--- src/rtl/sar_pkg.sv ---
package sar_pkg;

  typedef enum logic {
    BURST_IDLE = 1'b0,
    BURST_RUN  = 1'b1
  } burst_state_e;

  // System clocks from the fall of the convert strobe to the last
  // falling serial-clock edge: one launch clock plus two phases per bit.
  function automatic int burst_clks(input int data_w, input int half);
    return 1 + 2 * half * data_w;
  endfunction

endpackage

--- src/rtl/sar_seq_timer.sv ---
module sar_seq_timer #(
  parameter int CYCLE_CLKS = 400,
  parameter int CONV_CLKS  = 320
) (
  input  logic clk,
  input  logic rst_n,
  output logic cnv_o,
  output logic go_o
);

  localparam int CW = $clog2(CYCLE_CLKS);
  localparam logic [CW-1:0] LAST_CNT = CW'(CYCLE_CLKS - 1);
  localparam logic [CW-1:0] CONV_CNT = CW'(CONV_CLKS);

  logic [CW-1:0] cyc_q, cyc_n;
  logic          cnv_q, cnv_n;
  logic          go_q, go_n;

  always_comb begin
    cyc_n = (cyc_q == LAST_CNT) ? '0 : cyc_q + 1'b1;
    cnv_n = (cyc_q < CONV_CNT);
    go_n  = (cyc_q == CONV_CNT);
  end

  always_ff @(posedge clk or negedge rst_n) begin
    if (!rst_n) begin
      cyc_q <= '0;
      cnv_q <= 1'b0;
      go_q  <= 1'b0;
    end else begin
      cyc_q <= cyc_n;
      cnv_q <= cnv_n;
      go_q  <= go_n;
    end
  end

  assign cnv_o = cnv_q;
  assign go_o  = go_q;

endmodule

--- src/rtl/sar_sck_gen.sv ---
module sar_sck_gen
  import sar_pkg::*;
#(
  parameter int DATA_W   = 16,
  parameter int SCK_HALF = 2
) (
  input  logic clk,
  input  logic rst_n,
  input  logic go_i,
  output logic sck_o,
  output logic smp_o,
  output logic last_o
);

  localparam int HW = $clog2(SCK_HALF + 1);
  localparam int BW = (DATA_W > 2) ? $clog2(DATA_W) : 1;
  localparam logic [HW-1:0] HALF_END = HW'(SCK_HALF - 1);
  localparam logic [BW-1:0] BIT_END  = BW'(DATA_W - 1);

  burst_state_e  st_q, st_n;
  logic [HW-1:0] half_q, half_n;
  logic [BW-1:0] bit_q, bit_n;
  logic          sck_q, sck_n;
  logic          smp, last;

  always_comb begin
    st_n   = st_q;
    half_n = half_q;
    bit_n  = bit_q;
    sck_n  = sck_q;
    smp    = 1'b0;
    last   = 1'b0;
    if (st_q == BURST_IDLE) begin
      if (go_i) begin
        st_n   = BURST_RUN;
        half_n = '0;
        bit_n  = '0;
        sck_n  = 1'b0;
      end
    end else if (half_q == HALF_END) begin
      half_n = '0;
      sck_n  = ~sck_q;
      if (sck_q) begin
        smp = 1'b1;
        if (bit_q == BIT_END) begin
          last = 1'b1;
          st_n = BURST_IDLE;
        end else begin
          bit_n = bit_q + 1'b1;
        end
      end
    end else begin
      half_n = half_q + 1'b1;
    end
  end

  always_ff @(posedge clk or negedge rst_n) begin
    if (!rst_n) begin
      st_q   <= BURST_IDLE;
      half_q <= '0;
      bit_q  <= '0;
      sck_q  <= 1'b0;
    end else begin
      st_q   <= st_n;
      half_q <= half_n;
      bit_q  <= bit_n;
      sck_q  <= sck_n;
    end
  end

  assign sck_o  = sck_q;
  assign smp_o  = smp;
  assign last_o = last;

endmodule

--- src/rtl/sar_shift_capture.sv ---
module sar_shift_capture #(
  parameter int DATA_W = 16
) (
  input  logic              clk,
  input  logic              rst_n,
  input  logic              sdo_i,
  input  logic              smp_i,
  input  logic              last_i,
  output logic [DATA_W-1:0] data_o,
  output logic              valid_o
);

  logic [DATA_W-1:0] shf_q, shf_n;
  logic [DATA_W-1:0] out_q, out_n;
  logic              vld_q, vld_n;
  logic [DATA_W-1:0] shifted;

  always_comb begin
    shifted = {shf_q[DATA_W-2:0], sdo_i};
    shf_n   = smp_i ? shifted : shf_q;
    out_n   = (smp_i && last_i) ? shifted : out_q;
    vld_n   = smp_i && last_i;
  end

  always_ff @(posedge clk or negedge rst_n) begin
    if (!rst_n) begin
      shf_q <= '0;
      out_q <= '0;
      vld_q <= 1'b0;
    end else begin
      if (smp_i) shf_q <= shf_n;
      out_q <= out_n;
      vld_q <= vld_n;
    end
  end

  assign data_o  = out_q;
  assign valid_o = vld_q;

endmodule

--- src/rtl/sar_readout_ctrl.sv ---
module sar_readout_ctrl
  import sar_pkg::*;
#(
  parameter int DATA_W        = 16,
  parameter int CLK_PERIOD_PS = 5000,
  parameter int CYCLE_CLKS    = 400,
  parameter int CONV_CLKS     = 320,
  parameter int SCK_HALF      = 2,
  parameter int SCK_MIN_PS    = 15000
) (
  input  logic              clk,
  input  logic              rst_n,
  input  logic              adc_sdo,
  output logic              adc_cnv,
  output logic              adc_sck,
  output logic [DATA_W-1:0] sample_data,
  output logic              sample_valid
);

  localparam int ACQ_CLKS      = CYCLE_CLKS - CONV_CLKS;
  localparam int BURST_CLKS    = burst_clks(DATA_W, SCK_HALF);
  localparam int SCK_PERIOD_PS = 2 * SCK_HALF * CLK_PERIOD_PS;

  // reject parameter sets that break the serial timing limits
  if (BURST_CLKS >= ACQ_CLKS) begin : g_burst_too_long
    $error("serial burst of %0d clocks does not fit %0d acquisition clocks",
           BURST_CLKS, ACQ_CLKS);
  end
  if (SCK_PERIOD_PS < SCK_MIN_PS) begin : g_sck_too_fast
    $error("serial clock period %0d ps below minimum %0d ps",
           SCK_PERIOD_PS, SCK_MIN_PS);
  end

  logic rst_meta_q, rst_sync_q;
  logic go, smp, last;

  always_ff @(posedge clk or negedge rst_n) begin
    if (!rst_n) begin
      rst_meta_q <= 1'b0;
      rst_sync_q <= 1'b0;
    end else begin
      rst_meta_q <= 1'b1;
      rst_sync_q <= rst_meta_q;
    end
  end

  sar_seq_timer #(
    .CYCLE_CLKS (CYCLE_CLKS),
    .CONV_CLKS  (CONV_CLKS)
  ) u_timer (
    .clk   (clk),
    .rst_n (rst_sync_q),
    .cnv_o (adc_cnv),
    .go_o  (go)
  );

  sar_sck_gen #(
    .DATA_W   (DATA_W),
    .SCK_HALF (SCK_HALF)
  ) u_sck (
    .clk    (clk),
    .rst_n  (rst_sync_q),
    .go_i   (go),
    .sck_o  (adc_sck),
    .smp_o  (smp),
    .last_o (last)
  );

  sar_shift_capture #(
    .DATA_W (DATA_W)
  ) u_cap (
    .clk     (clk),
    .rst_n   (rst_sync_q),
    .sdo_i   (adc_sdo),
    .smp_i   (smp),
    .last_i  (last),
    .data_o  (sample_data),
    .valid_o (sample_valid)
  );

endmodule

--- config.mk ---
export PLATFORM = sky130hd
export DESIGN_NAME = sar_readout_ctrl
export DESIGN_NICKNAME = d
export VERILOG_FILES = /design/src/rtl/sar_pkg.sv /design/src/rtl/sar_seq_timer.sv /design/src/rtl/sar_sck_gen.sv /design/src/rtl/sar_shift_capture.sv /design/src/rtl/sar_readout_ctrl.sv
export SDC_FILE = /design/constraint.sdc
export NUM_CORES = 1
export LEC_CHECK = 0
export BUFFER_PORTS_ARGS = -buffer_cell sky130_fd_sc_hd__buf_2
export CORE_AREA = 4 4 81 83
export CTS_CLUSTER_DIAMETER = 80
export DETAILED_ROUTE_END_ITERATION = 6
export DIE_AREA = 0 0 85 87
export PLACE_DENSITY = 0.54
export RECOVER_POWER = 50
export SLEW_MARGIN = 30
export SYNTH_ARGS = -nofsm -noshare
export SYNTH_HDL_FRONTEND = slang
export SYNTH_SLANG_ARGS = --single-unit
--- constraint.sdc ---
create_clock -name clk -period 2.37 [get_ports clk]
set_clock_uncertainty 0.15 [all_clocks]
set_input_delay 0.237 -clock clk [delete_from_list [all_inputs] [get_ports clk]]
set_output_delay 0.237 -clock clk [all_outputs]
set_load 0.02 [all_outputs]
Word level (Yosys, flattened, before mapping):

Cells that the tools add are included.

* register bits: 53
* word-level logic and storage cells: 52
* output and inout bits: 19
* bits of input ports: 3

* bitwise gates (word level): 1
* $lt $le $gt $ge: 1
* $add $sub $neg: 3
* reduce and logical (&&, ||, !) cells: 4
* equality and inequality tests: 7
* multiplexer cells: 24

Operators with widths (count)
* $mux 4: 5
* $eq 9x9->1 const B: 2
* $mux 1: 15
* $add 9x1->9 const B: 1
* $lt 9x9->1 const B: 1
* $mux 9: 1
* $mux 2: 3
* $ne 2x2->1 const B: 3
* $add 4x1->4 const B: 1
* $eq 4x4->1 const B: 1
* $reduce_and 4->1: 1
* $add 2x1->2 const B: 1
* $eq 2x1->1 const B: 1
* $reduce_and 2->1: 1
* $reduce_bool 2->1: 1
* $logic_and 1x1->1: 1
* $not 1->1: 1

Logic depth before layout (Yosys ltp):

Gate-level depths: netlist of run 1.

* word-level depth: 6
* mapped depth: 6
* mapped depth without buffers: 5

Hierarchy:

A second synthesis of run 1 with hierarchy kept.

* cells, all modules: 161
* area total of the unflattened synthesis: 2262.2 um^2

By module, submodules not included
* sar_shift_capture: cells an instance 68, seq. area each 800.8 um^2, instances 1, area an instance 1246.2 um^2
* sar_seq_timer: cells an instance 47, seq. area each 275.3 um^2, instances 1, area an instance 531.8 um^2
* sar_sck_gen: cells an instance 43, seq. area each 200.2 um^2, instances 1, area an instance 430.4 um^2
* sar_readout_ctrl: cells an instance 3, seq. area each 50.0 um^2, instances 1, area an instance 53.8 um^2

Worst setup path after synthesis of run 1:

OpenSTA, ideal clock, no wires.

* path type: reg-to-reg
* start: register u_sck.bit_q[0]
* end: register u_cap.out_q[10] (netlist: u_cap.data_o[10])
* stages on the path, launching flop included: 6
* library setup time: 0.125 ns
* path buffers: 1
* period minus slack after synthesis: 1.671 ns
* arrival time: 1.396 ns
* data required time: 2.095 ns
* slack: 0.699 ns
* cell sequence: dfrtp_1 ha_1 nand3_1 nor2_8 buf_12 mux2_4

* longest elaborated chain between the ends: 6

Ends and longest elaborated chain
* from (decl): line sar_sck_gen.sv:22 `logic [BW-1:0] bit_q, bit_n;`
* from (signal assigned): line sar_sck_gen.sv:66 `bit_q <= bit_n;`
* $eq 4x4->1: line sar_sck_gen.sv:45 `if (bit_q == BIT_END) begin`
* $mux 1: line sar_sck_gen.sv:45
* $mux 1: line sar_sck_gen.sv:43 `if (sck_q) begin`
* $mux 1: line sar_sck_gen.sv:40 `end else if (half_q == HALF_END) begin`
* $mux 1: line sar_sck_gen.sv:33 `if (st_q == BURST_IDLE) begin`
* $logic_and 1x1->1
* net u_cap.vld_n: line sar_shift_capture.sv:15 `logic vld_q, vld_n;`
* to (signal assigned): line sar_shift_capture.sv:32 `out_q <= out_n;`
* to (decl): line sar_shift_capture.sv:14 `logic [DATA_W-1:0] out_q, out_n;`

The timed path passes the listed nets, and every way through them passes these cells.
A chain may end at the register's enable or synchronous reset.

Final worst setup path of run 1:

* start: register u_sck.bit_q[1]
* end: register u_cap.out_q[5] (netlist: u_cap.data_o[5])

* longest elaborated chain between the ends: 6

Ends and longest elaborated chain
* $eq 4x4->1: line sar_sck_gen.sv:45
* $mux 1: line sar_sck_gen.sv:45
* $mux 1: line sar_sck_gen.sv:43
* $mux 1: line sar_sck_gen.sv:40
* $mux 1: line sar_sck_gen.sv:33
* $logic_and 1x1->1: line sar_shift_capture.sv:21 `out_n = (smp_i && last_i) ? shifted : out_q;`

No other way between the ends.

==> metrics.log, run 1 <==
[metrics] run status: finished clean
[metrics] synthesized cell area: between 2000 and 2500 um^2
[metrics] area of the core: ~6000 um^2
[metrics] reported leakage power: around 0.0013 uW
[metrics] Die X: between 80 and 90 um
[metrics] # nets final: about 230
[metrics] IR Drop Worst-Case VDD: 0.3103 mV
[metrics] highest attainable clock frequency: between 500 and 600 MHz
[metrics] # Max-Cap Violations: 0
[metrics] largest net degree at the start of global routing: 52
[metrics] Data required, critical path: around 2400 ps
[metrics] total DRC errors in the routed layout: 0
[metrics] global router's overall resource usage: 0.1196
[metrics] share of layout cells above drive strength 1: 0.2081
[metrics] detailed-route wire length per cell: about 13 um
[metrics] CTS tree: yes
[metrics] Overflow after GRT: 0
[metrics] # clock sinks: 53
[metrics] per-instance average area after synthesis: ~12 um^2
[metrics] placer's final routability congestion estimate: 0.7350
[metrics] Post-Place Cell Area: around 2400 um^2
[metrics] placed wire-length estimate after detailed placement: 2.578 mm
[metrics] fin cells: approximately 300
[metrics] CTS buffer count: 5
[metrics] number of antenna violations at the first check in global routing: 0
[metrics] number of resized instances in the post-cts repair step: 0
[metrics] number of instances in the synthesized netlist: just under 200
[metrics] worst-case headroom to the max-slew limit: 0.1611
[metrics] proportion of synthesized chip area in sequential cells: 0.5886
[metrics] vias in the first global route: around 1,500
[metrics] Power Dens Cells: approximately 570 nW/um^2
[metrics] Final Instance Area: about 2500 um^2
[metrics] Routed WL: between 3 and 4 mm
[metrics] data arrival time at the worst-slack endpoint: 1870 ps
[metrics] number of enable-type register cells in the synthesized netlist: 0
[metrics] largest fanout on the critical path: 18
[metrics] height of the die: around 87 um
[metrics] effective utilization at floorplan: 0.3852
[metrics] vias per inst: 4.878
[metrics] count of inserted antenna diode cells: 0
[metrics] unrepaired setup endpoints after global routing: no
[metrics] clock slew seen by the registers of the worst setup and hold paths: 90 ps
[metrics] CTS root buffer: sky130_fd_sc_hd__clkbuf_8
[metrics] area growth from synthesis to layout: 11.66%
[metrics] flip-flop and latch count after synthesis: 53
[metrics] detailed-route via count: 1,444
[metrics] min cycle time layout: 1823 ps
[metrics] port buffer count: 21
[metrics] number of violations reported at the end of detailed-routing iteration 0: just under 100
[metrics] final clock period utilization by the worst path: 0.7691
[metrics] count of warnings emitted by yosys: 0
[metrics] final-report max-slew violation count: 0
[metrics] Primary FF master, synth: sky130_fd_sc_hd__dfrtp_1
[metrics] number of antenna-violating nets in the routed design: 0
[metrics] number of nets produced by synthesis: just under 200
[metrics] Max Buffers Root-to-Sink: 2
[metrics] FFs w/ async S/R, synth: 1.000
[metrics] critical path capture point type: flip-flop
[metrics] total negative slack: 0 ps
[metrics] Synth cell types: 43
[metrics] Setup Crit Path Kind: flip-flop to flip-flop
[metrics] transition time at the pin with the least slew margin: roughly 1300 ps
[metrics] Pre-Repair DR Iteration Count: 4
[metrics] die area: between 7000 and 8000 um^2
[metrics] first-pass GRT wire length: about 7.0 mm
[metrics] Fin. Hold Viols: 0
[metrics] startpoint types: flip-flop
[metrics] row count: 28
[metrics] insertion delay of the later-clocked pin in the worst-skew pair: ~300 ps
[metrics] total I/O pin count: 22
[metrics] path class of the lowest-slack min-delay path: input port to asynchronous set/reset pin
[metrics] placed cell count: roughly 290
[metrics] depth of the CTS H-tree: 2
[metrics] final setup violating endpoints: 0
==> final timing paths <==
path                       slack, ps  cells past startpoint          endpoint      startpoint
max                              550                      4   u_cap.data_o[5]  u_sck.bit_q[1]
min                               80                      2        rst_meta_q           rst_n
max reg2reg                      550                      4   u_cap.data_o[5]  u_sck.bit_q[1]
min reg2reg                      220                      0        rst_sync_q      rst_meta_q
max in group asynchronous        840                      1  u_timer.cyc_q[3]      rst_sync_q
min in group clk                 220                      0        rst_sync_q      rst_meta_q
==> metrics by stage <==
step / setup WS (ps) / power, uW / utilization / hold slack, ps
finish: 547.1 / 1424 / 0.4301 / 83.76
global route: 397.1 / 1494 / 0.4301 / 91.56
CTS: 512.6 / 1448 / 0.4316 / 73.06
detailed placement: 531.3 / 945.4 / 0.4145 / -126.5
global placement: 571.6 / 945.3 / 0.4145 / -127.7
floorplan: 635.4 / 935.9 / - / -208.6
==> cells in the mapped netlist (all sizes together), types with 3 or more instances <==
master | n | area [um^2]
dfrtp | 53 | 1326
nand2 | 50 | 187.7
mux2 | 16 | 210.2
nand3 | 8 | 40.04
buf | 7 | 58.81
inv | 6 | 22.52
nor2 | 6 | 38.79
o21ai | 6 | 30.03
a21oi | 4 | 20.02
ha | 3 | 37.54
nand4 | 3 | 18.77
xnor2 | 3 | 26.28
==> layer usage <==
layer  routed length, um  part of all wire  GRT usage
met2                1797              0.46     0.1999
met1                1836              0.47     0.1492
met4                  52             0.013    0.03885
met3                 197             0.051    0.03500
met5                   0                 0          0
==> worst max-delay path, stage by stage, from the launching register on <==
cell                      delay [ps]
sky130_fd_sc_hd__dfrtp_1         400
sky130_fd_sc_hd__ha_1            210
sky130_fd_sc_hd__nand3_1         210
sky130_fd_sc_hd__nor2_8          370
sky130_fd_sc_hd__mux2_2          380
==> area by class of cell <==
cell class / instances / area [um^2]
clock buffer: 8 / 80.08
fill: 567 / 3334
inverter: 6 / 22.52
multi-input combinational: 127 / 845.8
sequential: 53 / 1328
tap: 75 / 93.84
timing repair buffer: 27 / 146.4
==> state kept, by name, indices dropped and copies added (netlist names) <==
register       flops
rst_meta_q         1
rst_sync_q         1
u_cap.data_o      16
u_cap.shf_q       15
u_cap.valid_o      1
u_sck.bit_q        4
u_sck.half_q       2
u_sck.sck_o        1
u_sck.st_q         1
u_timer.cnv_o      1
u_timer.cyc_q      9
u_timer.go_o       1
==> layout by cell type (no fill, tap or decap), types with 5 or more instances in the layout <==
master                     count
sky130_fd_sc_hd__dfrtp_1      52
sky130_fd_sc_hd__nand2_1      50
sky130_fd_sc_hd__buf_2        16
sky130_fd_sc_hd__nand3_1       8
sky130_fd_sc_hd__mux2_4        8
sky130_fd_sc_hd__mux2_2        8
sky130_fd_sc_hd__clkbuf_1      8
sky130_fd_sc_hd__inv_1         6
sky130_fd_sc_hd__o21ai_0       6
sky130_fd_sc_hd__nor2_1        5
sky130_fd_sc_hd__clkbuf_8      5
==> power by group <==
part | internal [uW] | switching (uW) | total, uW
clock network | 211 | 286 | 497
registers | 905 | 0.459 | 906
logic | 3.62 | 18.0 | 21.6
==> cells by family after synthesis <==
logic type,count (synthesis),share of synthesized area
AND/OR/NAND/NOR,84,0.1927
flip-flops,53,0.5886
AO/OA/AOI/OAI,18,0.05109
multiplexers,17,0.09773
buffers and inverters,13,0.03609
XOR/XNOR,4,0.01555
adder cells (fa/ha/maj),3,0.01666
other,1,0.001664
==> what timing repair did <==
item                      CTS  global route
hold endpoints to repair    3             0
hold buffers                2             0
buffers inserted            0             0
Note: power is estimated with default switching activity, not from simulation.
==> inputs of run 2 (changes only) <==
--- a/config.mk
+++ b/config.mk
@@ -10,7 +10,7 @@
 export CTS_CLUSTER_DIAMETER = 80
 export DETAILED_ROUTE_END_ITERATION = 6
 export DIE_AREA = 0 0 85 87
-export PLACE_DENSITY = 0.54
+export PLACE_DENSITY = 0.56
 export RECOVER_POWER = 50
 export SLEW_MARGIN = 30
 export SYNTH_ARGS = -nofsm -noshare
==> constraint.sdc (replaced) <==
create_clock -name clk -period 1.6 [get_ports clk]
set_clock_uncertainty 0.15 [all_clocks]
set_input_delay 0.16 -clock clk [delete_from_list [all_inputs] [get_ports clk]]
set_output_delay 0.16 -clock clk [all_outputs]
set_load 0.02 [all_outputs]
==> run 2 against run 1 <==
Compared with the run above:
- total power is 49% higher
- non-clock buffer count up 14
- register-to-register slack lost 490 ps
- die area stayed put
- sequential cell count stayed put
- via count is 3.3% higher
- clock power grew 51%
- clock-buffer cell count decreased by 2
- combinational power up 21%
- critical path depth up 1
- utilization is 3.1 points higher
- critical endpoint is now u_cap.data_o[7]
- largest power group unchanged
==> metrics.log, run 2 (same netlist as run 1, synthesis figures left out) <==
[metrics] height of the die: 87 um (unchanged)
[metrics] Worst path slowest cell: sky130_fd_sc_hd__dfrtp_1
[metrics] Overflow after GRT: 0 (unchanged)
[metrics] Die X: 85 um (unchanged)
[metrics] startpoint types: flip-flop
[metrics] CTS root buffer: sky130_fd_sc_hd__clkbuf_8
[metrics] placed wire-length estimate after detailed placement: 2.680 mm (+3.9%)
[metrics] cell depth of the worst flop-to-flop path: 5 (+1)
[metrics] data arrival time at the worst-slack endpoint: 1590 ps (-280 ps)
[metrics] detailed-route via count: 1,492 (+3.3%)
[metrics] clock slew seen by the registers of the worst setup and hold paths: 100 ps (about the same)
[metrics] largest stage delay on the critical path: 410 ps (about the same)
[metrics] placer's final routability congestion estimate: 0.7410 (+0.82%)
[metrics] minimum setup slack in the final design: 52.91 ps (-494.2 ps)
[metrics] final setup violating endpoints: 0 (unchanged)
[metrics] CP top delay family: flip-flops
[metrics] final-report max-slew violation count: 0 (unchanged)
[metrics] most common cell after layout, fill and taps aside: sky130_fd_sc_hd__dfrtp_1
[metrics] final clock period utilization by the worst path: 0.9669 (+0.1978)
[metrics] highest attainable clock frequency: 646.4 MHz (+18%)
[metrics] run status: finished clean
[metrics] area growth from synthesis to layout: 19.66%
[metrics] flip-flop count of the largest register after layout: 16 (unchanged)
[metrics] global router's overall resource usage: 0.1147 (-0.004855)
[metrics] Place WS: 24.94 ps (-506.4 ps)
[metrics] number of violations reported at the end of detailed-routing iteration 0: 58 (-40%)
[metrics] # Max-Cap Violations: 0 (unchanged)
[metrics] worst hold slack: 148.3 ps (+64.50 ps)
[metrics] path class of the lowest-slack min-delay path: flip-flop to asynchronous set/reset pin
[metrics] first-pass GRT wire length: 6.906 mm (-1.4%)
[metrics] total DRC errors in the routed layout: 0 (unchanged)
[metrics] Power Dens Cells: 788.2 nW/um^2 (+39%)
[metrics] length of routed met2 wiring: 1.776 mm (-1.2%)
[metrics] count of inserted antenna diode cells: 0 (unchanged)
[metrics] Fin. Hold Viols: 0 (unchanged)
[metrics] metal1 wirelength: 1.872 mm (+2.0%)
[metrics] unrepaired setup endpoints after global routing: yes
[metrics] number of antenna violations at the first check in global routing: 0 (unchanged)
[metrics] port buffer count: 21 (unchanged)
[metrics] row count: 28 (unchanged)
[metrics] die area: 7395 um^2 (unchanged)
[metrics] effective utilization at floorplan: 0.3852 (unchanged)
[metrics] placed cell count: 297 (+3.8%)
[metrics] Reg2Reg Setup Slack: 50 ps (-490 ps)
[metrics] CTS buffer count: 5 (unchanged)
[metrics] share of layout cells above drive strength 1: 0.2851 (+0.07696)
[metrics] fin cells: 310 (+4.7%)
[metrics] worst-case headroom to the max-slew limit: 0.5237 (+0.3626)
[metrics] vias per inst: 4.813 (-1.3%)
[metrics] cell chain of the critical path: ha_4 > nand3_4 > nor2_8 > buf_12 > mux2_2
[metrics] area of the core: 5851 um^2 (unchanged)
[metrics] Routed WL: 3.840 mm (-1.1%)
[metrics] insertion delay of the later-clocked pin in the worst-skew pair: 300 ps (about the same)
[metrics] worst reg2reg startpoint: u_sck.bit_q[0]
[metrics] critical path capture point type: flip-flop
[metrics] vias in the first global route: 1,524 (+1.9%)
[metrics] number of buffer and inverter stages on the critical path: 1 (+1)
[metrics] CTS tree: yes
[metrics] # nets final: 240 (+6.2%)
[metrics] reported leakage power: 0.001382 uW (+6.1%)
[metrics] transition time at the pin with the least slew margin: 714.5 ps (-543.9 ps)
[metrics] IR Drop Worst-Case VDD: 0.4920 mV (+59%)
[metrics] Pre-Repair DR Iteration Count: 3 (-1)
[metrics] largest net degree at the start of global routing: 35 (-33%)
[metrics] commonest cells after routing, fill and taps aside: sky130_fd_sc_hd__dfrtp_1 (52), sky130_fd_sc_hd__nand2_1 (50), sky130_fd_sc_hd__buf_2 (19)
[metrics] depth of the CTS H-tree: 2 (unchanged)
[metrics] worst reg2reg endpoint: u_cap.data_o[7]
[metrics] total I/O pin count: 22 (unchanged)
[metrics] # clock sinks: 53 (unchanged)
[metrics] Max Buffers Root-to-Sink: 2 (unchanged)
[metrics] min cycle time layout: 1547 ps (-275.8 ps)
[metrics] Setup Crit Path Kind: flip-flop to flip-flop
[metrics] largest fanout on the critical path: 11 (-7)
[metrics] number of antenna-violating nets in the routed design: 0 (unchanged)
[metrics] Top Metal Used: met4
[metrics] Data required, critical path: 1650 ps (-760 ps)
[metrics] detailed-route wire length per cell: 12.39 um (-5.6%)
[metrics] met3 wire len: 160 um (-19%)
## run 2: final cells by class
class / instances / area (um^2)
flip-flops and latches: 53 / 1328
clock buffers: 6 / 72.57
repair buffers: 41 / 281.5
fillers: 541 / 3154
clock inverters: 2 / 15.01
inverters: 6 / 22.52
multi-input cells: 127 / 883.3
well taps: 75 / 93.84
## run 2: timing repair
| item | in CTS | in global routing |
|---|---|---|
| hold endpoints to repair | 4 | 0 |
| resized for setup | 0 | 4 |
| hold buffers | 3 | 0 |
| setup endpoints to repair | 0 | 17 |
| setup buffers | 0 | 2 |
## run 2: how the worst max path moves through the flow
stage	from	endpoint	cells past startpoint
CTS	u_sck.bit_q[0]	u_cap.data_o[7]	5
finish	u_sck.bit_q[0]	u_cap.data_o[7]	5
detailed placement	u_sck.bit_q[0]	u_cap.data_o[7]	5
global placement	u_timer.cyc_q[0]	u_timer.go_o	5
floorplan	u_sck.bit_q[0]	u_cap.data_o[10]	5
global route	rst_sync_q	u_timer.cyc_q[8]	1
## run 2: where the power goes
group	internal [uW]	switching, uW
Clock	309	441
Sequential	1340	8.70
Combinational	8.10	18.0
## run 2: per-layer routing
| layer | track usage | up-vias |
|---|---|---|
| met3 | 0.03217 | 4 |
| li1 | - | 737 |
| met4 | 0.03165 | 0 |
| met1 | 0.1515 | 726 |
| met5 | 0 | - |
| met2 | 0.1857 | 25 |
## run 2: through the flow
step / TNS [ps] / power (uW) / utilization / instance area, um^2
6_report: 0 / 2125 / 0.4609 / 2696
5_1_grt: -1.196 / 2222 / 0.4609 / 2696
4_1_cts: 0 / 2175 / 0.4579 / 2679
3_5_place_dp: 0 / 1404 / 0.4378 / 2561
3_3_place_gp: 0 / 1404 / 0.4378 / 2561
2_1_floorplan: 0 / 1387 / - / 2271
==> inputs of run 3 (changes only) <==
--- a/config.mk
+++ b/config.mk
@@ -7,6 +7,7 @@
 export LEC_CHECK = 0
 export BUFFER_PORTS_ARGS = -buffer_cell sky130_fd_sc_hd__buf_2
 export CORE_AREA = 4 4 81 83
+export CTS_BUF_LIST = sky130_fd_sc_hd__clkbuf_8
 export CTS_CLUSTER_DIAMETER = 80
 export DETAILED_ROUTE_END_ITERATION = 6
 export DIE_AREA = 0 0 85 87
==> run 3 against run 2 <==
Compared with the run above:
- global-route usage unchanged
- highest routed layer unchanged
- first-iteration DRC count did not move
- via count rose by 0.13%
- final cell count unchanged
- critical path depth stayed put
- clock-buffer cell count decreased by 1
- design area unchanged
- combinational power is essentially flat
- largest power group unchanged
==> metrics.log, run 3 (same netlist as run 1, synthesis figures left out) <==
[metrics] run status: finished clean
[metrics] largest net degree at the start of global routing: 35 (unchanged)
[metrics] final clock period utilization by the worst path: 0.9665 (about the same)
[metrics] internal power component: 1652 uW (-0.37%)
[metrics] vias in the first global route: 1,524 (unchanged)
[metrics] total I/O pin count: 22 (unchanged)
[metrics] highest attainable clock frequency: 646.7 MHz (about the same)
[metrics] Pre-Repair DR Iteration Count: 3 (unchanged)
[metrics] share of layout cells above drive strength 1: 0.2851 (unchanged)
[metrics] height of the die: 87 um (unchanged)
[metrics] CTS buffer count: 5 (unchanged)
[metrics] relative contribution of the clock network to total power: 0.352 (about the same)
[metrics] Setup Crit Path Kind: flip-flop to flip-flop
[metrics] largest fanout on the critical path: 11 (unchanged)
[metrics] # nets final: 240 (unchanged)
[metrics] CTS root buffer: sky130_fd_sc_hd__clkbuf_8
[metrics] placer's final routability congestion estimate: 0.7410 (unchanged)
[metrics] IR Drop Worst-Case VDD: 0.4844 mV (-1.5%)
[metrics] detailed-route wire length per cell: 12.42 um (+0.23%)
[metrics] detailed-route via count: 1,494 (+0.13%)
[metrics] vias per inst: 4.819 (+0.13%)
[metrics] final setup violating endpoints: 0 (unchanged)
[metrics] cell chain of the critical path: ha_4 > nand3_4 > nor2_8 > buf_12 > mux2_2
[metrics] first-pass GRT wire length: 6.906 mm (unchanged)
[metrics] port buffer count: 21 (unchanged)
[metrics] placed wire-length estimate after detailed placement: 2.680 mm (unchanged)
[metrics] number of antenna violations at the first check in global routing: 0 (unchanged)
[metrics] Fin. Hold Viols: 0 (unchanged)
[metrics] transition time at the pin with the least slew margin: 713.8 ps (-0.7001 ps)
[metrics] Die X: 85 um (unchanged)
[metrics] placed cell count: 297 (unchanged)
[metrics] count of inserted antenna diode cells: 0 (unchanged)
[metrics] clock slew seen by the registers of the worst setup and hold paths: 100 ps (about the same)
[metrics] area growth from synthesis to layout: 19.66% (unchanged)
[metrics] Data required, critical path: 1650 ps (about the same)
[metrics] Filler cells: 541 (unchanged)
[metrics] min cycle time layout: 1546 ps (-0.6797 ps)
[metrics] number of violations reported at the end of detailed-routing iteration 0: 58 (unchanged)
[metrics] final-report max-slew violation count: 0 (unchanged)
[metrics] Reg2Reg Setup Slack: 50 ps (about the same)
[metrics] worst-case headroom to the max-slew limit: 0.5242 (about the same)
[metrics] largest stage delay on the critical path: 410 ps (about the same)
[metrics] effective utilization at floorplan: 0.3852 (unchanged)
[metrics] Max Buffers Root-to-Sink: 2 (unchanged)
[metrics] CTS tree: yes
[metrics] # Max-Cap Violations: 0 (unchanged)
[metrics] path class of the lowest-slack min-delay path: flip-flop to asynchronous set/reset pin
[metrics] most common cell after layout, fill and taps aside: sky130_fd_sc_hd__dfrtp_1
[metrics] relative contribution of sequential cells to total power: 0.636 (about the same)
[metrics] total negative slack: 0 ps (unchanged)
[metrics] Overflow after GRT: 0 (unchanged)
[metrics] combinational share of power: 0.012 (about the same)
[metrics] Post-Place Cell Area: 2561 um^2 (unchanged)
[metrics] commonest cells after routing, fill and taps aside: sky130_fd_sc_hd__dfrtp_1 (52), sky130_fd_sc_hd__nand2_1 (50), sky130_fd_sc_hd__buf_2 (19)
[metrics] Place WS: 24.94 ps (unchanged)
[metrics] net switching component of the power: 471.2 uW (+0.84%)
[metrics] minimum setup slack in the final design: 53.59 ps (+0.6797 ps)
[metrics] worst hold slack: 146.8 ps (-1.479 ps)
[metrics] global router's overall resource usage: 0.1147 (unchanged)
[metrics] startpoint types: flip-flop
[metrics] # clock sinks: 53 (unchanged)
[metrics] total DRC errors in the routed layout: 0 (unchanged)
[metrics] Power Dens Cells: 787.4 nW/um^2 (-0.11%)
[metrics] Routed WL: 3.849 mm (+0.23%)
[metrics] depth of the CTS H-tree: 2 (unchanged)
[metrics] reported leakage power: 0.001387 uW (+0.30%)
[metrics] CP top delay family: flip-flops
[metrics] fin cells: 310 (unchanged)
[metrics] data arrival time at the worst-slack endpoint: 1590 ps (about the same)
[metrics] Worst path slowest cell: sky130_fd_sc_hd__dfrtp_1
[metrics] critical path capture point type: flip-flop
[metrics] insertion delay of the later-clocked pin in the worst-skew pair: 300 ps (about the same)
[metrics] area of the core: 5851 um^2 (unchanged)
[metrics] number of buffer and inverter stages on the critical path: 1 (unchanged)
[metrics] unrepaired setup endpoints after global routing: yes
[metrics] number of antenna-violating nets in the routed design: 0 (unchanged)
[metrics] die area: 7395 um^2 (unchanged)
[metrics] Final Instance Area: 2696 um^2 (unchanged)
[metrics] row count: 28 (unchanged)
[metrics] switching share of power: 0.2219 (+0.002078)
[metrics] flip-flop count of the largest register after layout: 16 (unchanged)
run 3: cell types whose count changed in the layout (fill, tap and decap cells not counted):
cell                       delta
sky130_fd_sc_hd__clkbuf_1     -1
sky130_fd_sc_hd__inv_1        +1
run 3: metal layers:
metal | GRT usage | wire length (um)
met1 | 0.1515 | 1891
met5 | 0 | 0
met4 | 0.03165 | 32
met2 | 0.1857 | 1764
met3 | 0.03217 | 160
run 3: worst paths after layout:
kind,startpoint,endpoint,depth (start not counted)
worst max-delay path,u_sck.bit_q[0],u_cap.data_o[7],5
max in group asynchronous,rst_sync_q,u_timer.cyc_q[3],1
min in group clk,rst_meta_q,rst_sync_q,0
worst min-delay path,rst_sync_q,u_cap.data_o[5],0
worst max register to register,u_sck.bit_q[0],u_cap.data_o[7],5
worst min register to register,rst_sync_q,u_cap.data_o[5],0
run 3: power groups by stage:
stage	Sequential [uW]	Combinational, uW	Clock, uW
after floorplan	1390	0.252	0
after global placement	1380	26.0	0
after detailed placement	1380	26.3	0
after CTS	1350	31.9	785
after global routing	1350	32.6	831
final	1350	26.1	748
run 3: metrics by stage:
step	power [uW]	utilization
after floorplan	1387	-
after global placement	1404	0.4378
after detailed placement	1404	0.4378
after CTS	2169	0.4579
after global routing	2216	0.4609
final	2123	0.4609
run 3: repair_timing:
| action | CTS | global route |
|---|---|---|
| hold buffers | 3 | 0 |
| setup endpoints to repair | 0 | 17 |
| hold endpoints to repair | 4 | 0 |
| setup buffers | 0 | 2 |
| resized for setup | 0 | 4 |
run 3: layout make-up:
type                    count  area, um^2  share of cell area
clock inverters             3       18.77            0.006961
multi-input cells         127       883.3              0.3276
well taps                  75       93.84             0.03480
clock buffers               5       68.82             0.02552
inverters                   6       22.52            0.008353
flip-flops and latches     53        1328              0.4923
repair buffers             41       281.5              0.1044
